$ cat src/rtl/adcdma_pkg.sv
package adcdma_pkg;

    localparam int DATA_W    = 32;
    localparam int CNT_W     = 9;
    localparam int CNT_LO    = 16;
    localparam int CNT_HI    = CNT_LO + CNT_W - 1;
    localparam int GEND_BIT  = 3;
    localparam int BLK_BIT   = 2;
    localparam int REQ_BIT   = 0;

    typedef struct packed {
        logic [CNT_W-1:0] blk_cnt;
        logic             grp_end_en;
        logic             blk_en;
        logic             req_en;
    } ctrl_t;

    typedef enum logic [1:0] {
        MODE_OFF     = 2'd0,
        MODE_PER_RES = 2'd1,
        MODE_BLOCK   = 2'd2,
        MODE_GRP_END = 2'd3
    } mode_e;

    function automatic ctrl_t ctrl_unpack(input logic [DATA_W-1:0] w);
        ctrl_t c;
        c.blk_cnt    = w[CNT_HI:CNT_LO];
        c.grp_end_en = w[GEND_BIT];
        c.blk_en     = w[BLK_BIT];
        c.req_en     = w[REQ_BIT];
        return c;
    endfunction

    function automatic logic [DATA_W-1:0] ctrl_pack(input ctrl_t c);
        logic [DATA_W-1:0] w;
        w                = '0;
        w[CNT_HI:CNT_LO] = c.blk_cnt;
        w[GEND_BIT]      = c.grp_end_en;
        w[BLK_BIT]       = c.blk_en;
        w[REQ_BIT]       = c.req_en;
        return w;
    endfunction

endpackage

$ cat src/rtl/adcdma_ctrl_reg.sv
module adcdma_ctrl_reg
    import adcdma_pkg::*;
#(
    parameter int              ADDR_W    = 8,
    parameter logic [ADDR_W-1:0] CTRL_ADDR = 8'h50
) (
    input  logic              clk,
    input  logic              rst_n,
    input  logic [ADDR_W-1:0] bus_addr,
    input  logic              bus_we,
    input  logic [DATA_W-1:0] bus_wdata,
    output logic [DATA_W-1:0] bus_rdata,
    output ctrl_t             ctrl,
    output logic              ld_cnt,
    output logic [CNT_W-1:0]  ld_val
);

    typedef struct packed {
        ctrl_t ctrl;
    } reg_st_t;

    reg_st_t st_d, st_q;
    logic    hit;

    always_comb begin
        st_d   = st_q;
        hit    = (bus_addr == CTRL_ADDR);
        ld_cnt = hit && bus_we;
        ld_val = bus_wdata[CNT_HI:CNT_LO];
        if (ld_cnt) begin
            st_d.ctrl = ctrl_unpack(bus_wdata);
        end
        bus_rdata = hit ? ctrl_pack(st_q.ctrl) : '0;
        ctrl      = st_q.ctrl;
    end

    always_ff @(posedge clk or negedge rst_n) begin
        if (!rst_n) begin
            st_q <= '0;
        end else begin
            st_q <= st_d;
        end
    end

endmodule

$ cat src/rtl/adcdma_thr_cnt.sv
module adcdma_thr_cnt
    import adcdma_pkg::*;
#(
    parameter int W = CNT_W
) (
    input  logic         clk,
    input  logic         rst_n,
    input  logic         load,
    input  logic [W-1:0] load_val,
    input  logic [W-1:0] reload_val,
    input  logic         step,
    output logic         fire
);

    localparam logic [W-1:0] ONE = W'(1);

    typedef struct packed {
        logic [W-1:0] cnt;
    } cnt_st_t;

    cnt_st_t st_d, st_q;

    always_comb begin
        st_d = st_q;
        fire = 1'b0;
        if (load) begin
            st_d.cnt = load_val;
        end else if (step && (st_q.cnt != '0)) begin
            if (st_q.cnt == ONE) begin
                fire     = 1'b1;
                st_d.cnt = reload_val;
            end else begin
                st_d.cnt = st_q.cnt - ONE;
            end
        end
    end

    always_ff @(posedge clk or negedge rst_n) begin
        if (!rst_n) begin
            st_q <= '0;
        end else begin
            st_q <= st_d;
        end
    end

endmodule

$ cat src/rtl/adcdma_req_sel.sv
module adcdma_req_sel
    import adcdma_pkg::*;
(
    input  logic  clk,
    input  logic  rst_n,
    input  ctrl_t ctrl,
    input  logic  res_wr,
    input  logic  grp_done,
    input  logic  blk_fire,
    output logic  blk_step,
    output logic  dma_req
);

    typedef struct packed {
        logic req;
    } sel_st_t;

    sel_st_t st_d, st_q;
    mode_e   mode;

    always_comb begin
        if (ctrl.grp_end_en)  mode = MODE_GRP_END;
        else if (ctrl.blk_en) mode = MODE_BLOCK;
        else if (ctrl.req_en) mode = MODE_PER_RES;
        else                  mode = MODE_OFF;

        blk_step = (mode == MODE_BLOCK) && res_wr;

        st_d = st_q;
        unique case (mode)
            MODE_GRP_END: st_d.req = grp_done;
            MODE_BLOCK:   st_d.req = blk_fire;
            MODE_PER_RES: st_d.req = res_wr;
            default:      st_d.req = 1'b0;
        endcase
        dma_req = st_q.req;
    end

    always_ff @(posedge clk or negedge rst_n) begin
        if (!rst_n) begin
            st_q <= '0;
        end else begin
            st_q <= st_d;
        end
    end

endmodule

$ cat src/rtl/adc_dma_req_gen.sv
module adc_dma_req_gen
    import adcdma_pkg::*;
#(
    parameter int                ADDR_W    = 8,
    parameter logic [ADDR_W-1:0] CTRL_ADDR = 8'h50
) (
    input  logic              clk,
    input  logic              rst_n,
    input  logic [ADDR_W-1:0] bus_addr,
    input  logic              bus_we,
    input  logic [31:0]       bus_wdata,
    output logic [31:0]       bus_rdata,
    input  logic              res_wr,
    input  logic              grp_done,
    output logic              dma_req
);

    ctrl_t            ctrl_q;
    logic             ld_cnt;
    logic [CNT_W-1:0] ld_val;
    logic             blk_step;
    logic             blk_fire;

    adcdma_ctrl_reg #(
        .ADDR_W    (ADDR_W),
        .CTRL_ADDR (CTRL_ADDR)
    ) u_reg (
        .clk       (clk),
        .rst_n     (rst_n),
        .bus_addr  (bus_addr),
        .bus_we    (bus_we),
        .bus_wdata (bus_wdata),
        .bus_rdata (bus_rdata),
        .ctrl      (ctrl_q),
        .ld_cnt    (ld_cnt),
        .ld_val    (ld_val)
    );

    adcdma_thr_cnt #(
        .W (CNT_W)
    ) u_cnt (
        .clk        (clk),
        .rst_n      (rst_n),
        .load       (ld_cnt),
        .load_val   (ld_val),
        .reload_val (ctrl_q.blk_cnt),
        .step       (blk_step),
        .fire       (blk_fire)
    );

    adcdma_req_sel u_sel (
        .clk      (clk),
        .rst_n    (rst_n),
        .ctrl     (ctrl_q),
        .res_wr   (res_wr),
        .grp_done (grp_done),
        .blk_fire (blk_fire),
        .blk_step (blk_step),
        .dma_req  (dma_req)
    );

endmodule

$ cat config.mk
export PLATFORM = sky130hd
export DESIGN_NAME = adc_dma_req_gen
export DESIGN_NICKNAME = d
export VERILOG_FILES = /design/src/rtl/adcdma_pkg.sv /design/src/rtl/adcdma_ctrl_reg.sv /design/src/rtl/adcdma_thr_cnt.sv /design/src/rtl/adcdma_req_sel.sv /design/src/rtl/adc_dma_req_gen.sv
export SDC_FILE = /design/constraint.sdc
export NUM_CORES = 1
export LEC_CHECK = 0
export BUFFER_PORTS_ARGS = -buffer_cell sky130_fd_sc_hd__buf_2
export CORE_ASPECT_RATIO = 0.5
export CORE_MARGIN = 2
export CORE_UTILIZATION = 45
export DETAILED_ROUTE_END_ITERATION = 10
export PLACE_DENSITY = 0.78
export SLEW_MARGIN = 20
export SYNTH_ARGS = -nofsm -noshare
export SYNTH_HDL_FRONTEND = slang
export SYNTH_SLANG_ARGS = --single-unit
$ cat constraint.sdc
create_clock -name clk -period 3.1 [get_ports clk]
set_input_delay 0.31 -clock clk [delete_from_list [all_inputs] [get_ports clk]]
set_output_delay 0.31 -clock clk [all_outputs]
set_load 0.01 [all_outputs]
==> Word-level counts from Yosys, hierarchy flattened <==
Index checks and enable logic that the tools add are counted.
{ "word_totals": {"register_bits": 22, "latchBits": 0, "ram_bits": 0, "mem_bits_ro": 0, "inputBits": 45, "out_inout_bits": 33, "word_cells": 28, "memories": 0} }
{ "classes": {"addsub": 1, "multipliers": 0, "div": 0, "n_lt_le_gt_ge": 0, "n_eq_ne": 5, "shift": 0, "muxes": 11, "n_bitwise": 0, "reduce_logical": 5} }
{ "op_table": {"columns": ["cell", "n"], "rows": [
  ["2-to-1 mux 9 bit", 3],
  ["2-to-1 mux 25 bit", 1],
  ["== test 9 x 1 -> 1 bit, second input constant", 1],
  ["nonzero test 9 bit", 1],
  ["subtractor 9 x 1 -> 9 bit, second input constant", 1],
  ["== test 8 x 7 -> 1 bit, second input constant", 1],
  ["== test 2 bit, second input constant", 2],
  ["2-to-1 mux 1 bit", 4],
  ["2-to-1 mux 2 bit", 2],
  ["logical AND 1 bit", 3],
  ["one-hot mux 1 bit (3 select lines)", 1],
  ["== test 2 x 1 -> 1 bit, second input constant", 1],
  ["nonzero test 2 bit", 1]
]} }

==> Longest topological paths before layout <==
{ "depth": {"depth_word": 9, "ltp_mapped": 8, "depth_no_buf": 7} }

==> Hierarchy <==
From an unflattened synthesis, not the netlist that was laid out.
{ "unflattened": {"hier_cells": 181, "area_unflattened_um2": 1771.7} }
{ "modules_own_cells": {"columns": ["mod", "instances", "cells_per_inst", "area_per_inst_um2"], "rows": [
  ["adcdma_ctrl_reg", 1, 73, 860.8],
  ["adcdma_thr_cnt", 1, 101, 854.6],
  ["adcdma_req_sel", 1, 7, 56.3]
]} }

==> Worst setup path before layout <==
No wires, ideal clock.
{ "synth_timing": {"path_kind": "register to register", "start": "register u_cnt.st_q[2] in the netlist's numbering", "end": "register u_cnt.st_q[1] in the netlist's numbering", "setup_time_ns": 0.080, "arrival_time_ns": 1.989, "required_time_ns": 3.020, "slack_ns": 1.031, "path_stages_with_launch": 6, "cell_sequence": "dfrtp_1 > or4_1 > buf_2 > or4_4 > a221o_1 > o211ai_2"} }
{ "synth_via": {"elab_chain_cells": 4, "elab_cells_between_ends": 7, "classes_between": "eq/ne (1); mux (3); reduce/logical (3)"} }
{ "synth_lines": {"columns": ["item", "line", "text"], "rows": [
  ["start: declaration", "adcdma_thr_cnt.sv:21", "cnt_st_t st_d, st_q;"],
  ["start signal: assignment", "adcdma_thr_cnt.sv:42", "st_q <= st_d;"],
  ["== test 9 x 1 -> 1 bit", "adcdma_thr_cnt.sv:29", "if (st_q.cnt == ONE) begin"],
  ["2-to-1 mux 9 bit", "adcdma_thr_cnt.sv:29", null],
  ["2-to-1 mux 9 bit", "adcdma_thr_cnt.sv:28", "end else if (step && (st_q.cnt != '0)) begin"],
  ["2-to-1 mux 9 bit", "adcdma_thr_cnt.sv:26", "if (load) begin"]
]} }
Parallel ways exist; a longest one is shown, timed or not. The select of a mux whose other input is x is not followed.
A chain may end at the register's enable or synchronous reset.

==> Worst setup path after layout <==
{ "layout_timing": {"start": "register u_cnt.st_q[2] in the netlist's numbering", "end": "register u_cnt.st_q[4] in the netlist's numbering"} }
{ "layout_via": {"elab_chain_cells": 4, "elab_cells_between_ends": 8, "classes_between": "add/sub (1); eq/ne (1); mux (3); reduce/logical (3)"} }
{ "layout_lines": {"columns": ["item", "line"], "rows": [
  ["subtractor 9 x 1 -> 9 bit or == test 9 x 1 -> 1 bit (tied branches)", "adcdma_thr_cnt.sv:33, adcdma_thr_cnt.sv:29"],
  ["2-to-1 mux 9 bit", "adcdma_thr_cnt.sv:29"],
  ["2-to-1 mux 9 bit", "adcdma_thr_cnt.sv:28"],
  ["2-to-1 mux 9 bit", "adcdma_thr_cnt.sv:26"]
]} }
Parallel ways exist; a longest one is shown, timed or not. The select of a mux whose other input is x is not followed.

==> out/metrics.csv <==
metric,value,unit
via_count,1414,
fin_skew,0.00422,ns
required,3.22,ns
syn_to_final_growth,12.5,%
cts-root-buf,clkbuf_8,
synth_top_area_share,0.352,
hp-class,in -> async,
path_buf_inv,0,
port_buffers,37,
synth_area_leaders,"dfrtp_1, buf_4, nand2_1",
place_ws,0.799,ns
antenna_left,0,
setup_viol,0,
cp.arrival,2.46,ns
peakVddDrop,0.271,mV
track_usage,0.187,
dr.pass1.iters,4,
fin_ws,0.752,ns
r2r_start,u_cnt.st_q[2],
reg2reg_to,u_cnt.st_q[4],
cts_resized,0,
syn_inst,183,
slew_viol_final,0,
diodes,0,
htree_levels,1,
r2r_slack,0.75,ns
min_period,2.35,ns
clk_latency,0.26,ns
critPathLaunchType,flop,
grt_pass1_wl,5610,microns
reg2reg_depth,5,
endpoint_kind,flop,
maxCapViolCount,0,
ys.warnings.count,0,
p_leak,0.940,nW
hpwlAfterDp,2710,microns
path_max_fanout,7,
post_cts_buffers,0,
synth-seq-area-share,0.352,
slowest_delay,0.67,ns
finalCritPeriodShare,0.757,
fin_area,1760,sq um
ys_async_sr_fraction,1.00,
synth_cell_types,47,
cts_tree,done,
wl,3640,microns
nFillCells,312,
finalPower,1.01,mW
fmax,0.426,GHz
synth_flop_cell,dfrtp_1,
grt_max_degree,23,
clock_path_buffers,2,
coreArea,3380,sq um
grt_pass1_vias,1149,
relSlewSlack,0.486,
synth_edf_count,0,
dieArea,3990,sq um
drc,0,
synthesis.area,1570,sq um
core.rowCount,15,
p_per_area,575,nW/um^2
final_util,0.521,
final_cells,260,
place_congestion,0.854,
clkTransAtPathRegs,0.08,ns
crit_path_top_delay_cell,or4_1,
rsz0062_at_grt,false,
hold_viol_final,0,
critical_path.top_delay_family,simple AND/OR/NAND/NOR gates,
path_class,reg -> reg,
placed_cells,257,
via_per_inst,5.44,
crit_chain,or4_1 -> nor4_2 -> mux2_2 -> mux2i_1 -> o21ai_0,
cts_buffers,3,
hold_slack,0.0133,ns
holdBufCountCts,0,
wire_per_inst,14.0,microns
fin_tns_setup,0,ns
overflow,0,
drive_gt1_frac,0.243,
io_pins,78,
nets,268,
die_h,45.7,microns
initial_core_util,0.463,
ys_ff_latch,22,
syn_avg_cell_area,8.55,sq um
synth_top_area_cell,dfrtp_1,
cts.sinks,22,
outcome,"finished, final reports clean",
die_x,87.4,microns
tightest_slew,0.770,ns
drtIter0Drc,121,
antenna_found_initial,0,
place_area,1720,sq um
final cells by class:
type                            instances  area, sq um  share of cell area
Multi-Input combinational cell        148          890               0.505
Sequential cell                        22          551               0.313
Timing Repair Buffer                   40          208               0.118
Tap cell                               42         52.6              0.0299
Clock buffer                            3         41.3              0.0235
Inverter                                5         18.8              0.0107
metal layers:
layer  global-route usage  up-vias  share of wire
met3               0.0417        4          0.080
met2                0.270       64           0.44
met4               0.0554        0         0.0096
met1                0.279      662           0.47
met5                    0        -              0
li1                     -      684              -
kinds of logic after synthesis:
kind of cell,Yosys count,share of synthesized area
other,1,0.00240
DFF,22,0.352
and+or+nand+nor,82,0.285
buffers and inverters,32,0.125
adders and majority gates,3,0.0240
muxes,5,0.0344
AOI/OAI and AO/OA,36,0.165
xor gates and xnor gates,2,0.0112
registers in the layout (all words and copies together) (netlist names):
register,flops
u_sel.dma_req,1
u_reg.ctrl,12
u_cnt.st_q,9
power breakdown:
group / total (mW) / switching (mW) / internal, mW
combinational: 0.438 / 0.250 / 0.188
sequential: 0.399 / 0.0668 / 0.333
clock: 0.176 / 0.0892 / 0.0868
total: 1.01 / 0.406 / 0.607
worst register-to-register path, stage by stage, from the launching register on:
cell and delay, ns:
dfrtp_1 0.44, or4_1 0.67, nor4_2 0.48, mux2_2 0.39, mux2i_1 0.13, o21ai_0 0.09
worst max-delay path by stage:
stage                        startpoint            end  slack, ns  depth (start not counted)
final                     u_cnt.st_q[2]  u_cnt.st_q[4]       0.75                          5
after global routing      u_cnt.st_q[2]  u_cnt.st_q[4]       0.63                          5
after global placement    u_cnt.st_q[2]  u_cnt.st_q[4]       0.86                          5
after floorplan           u_cnt.st_q[2]  u_cnt.st_q[1]       1.03                          5
after detailed placement  u_cnt.st_q[2]  u_cnt.st_q[4]       0.80                          5
after CTS                 u_cnt.st_q[2]  u_cnt.st_q[4]       0.77                          5
cell usage in the layout, fill, tap and decap left out, types with 3 or more instances in the layout:
cell type and count:
buf_4 3, nand2_1 32, buf_2 37, a21oi_1 7, nor2_1 7, inv_1 5
and3_1 11, clkbuf_8 3, o21ai_0 7, conb_1 20, nand3_1 6, and2_1 3
ha_1 3, nand2b_1 3, o31ai_1 4, mux2_2 3, dfrtp_1 22, nor3_1 4
synthesized netlist by cell type (2+ instances only):
master and count:
nand4b_1 2, clkbuf_1 6, mux2_2 3, buf_4 20, and2_1 3, inv_1 5
nor2_1 7, or4_1 2, xor2_1 2, a21oi_1 7, nor4_1 2, nand2b_1 3
a31oi_1 2, nor4_2 2, nand2_1 32, ha_1 3, nor3_1 4, o31ai_1 4
dfrtp_1 22, a21o_1 2, o21ai_0 7, mux2i_1 2, nand3_1 6, and3_1 11
o22ai_1 2
No activity file was read; power rests on OpenSTA's default activity.
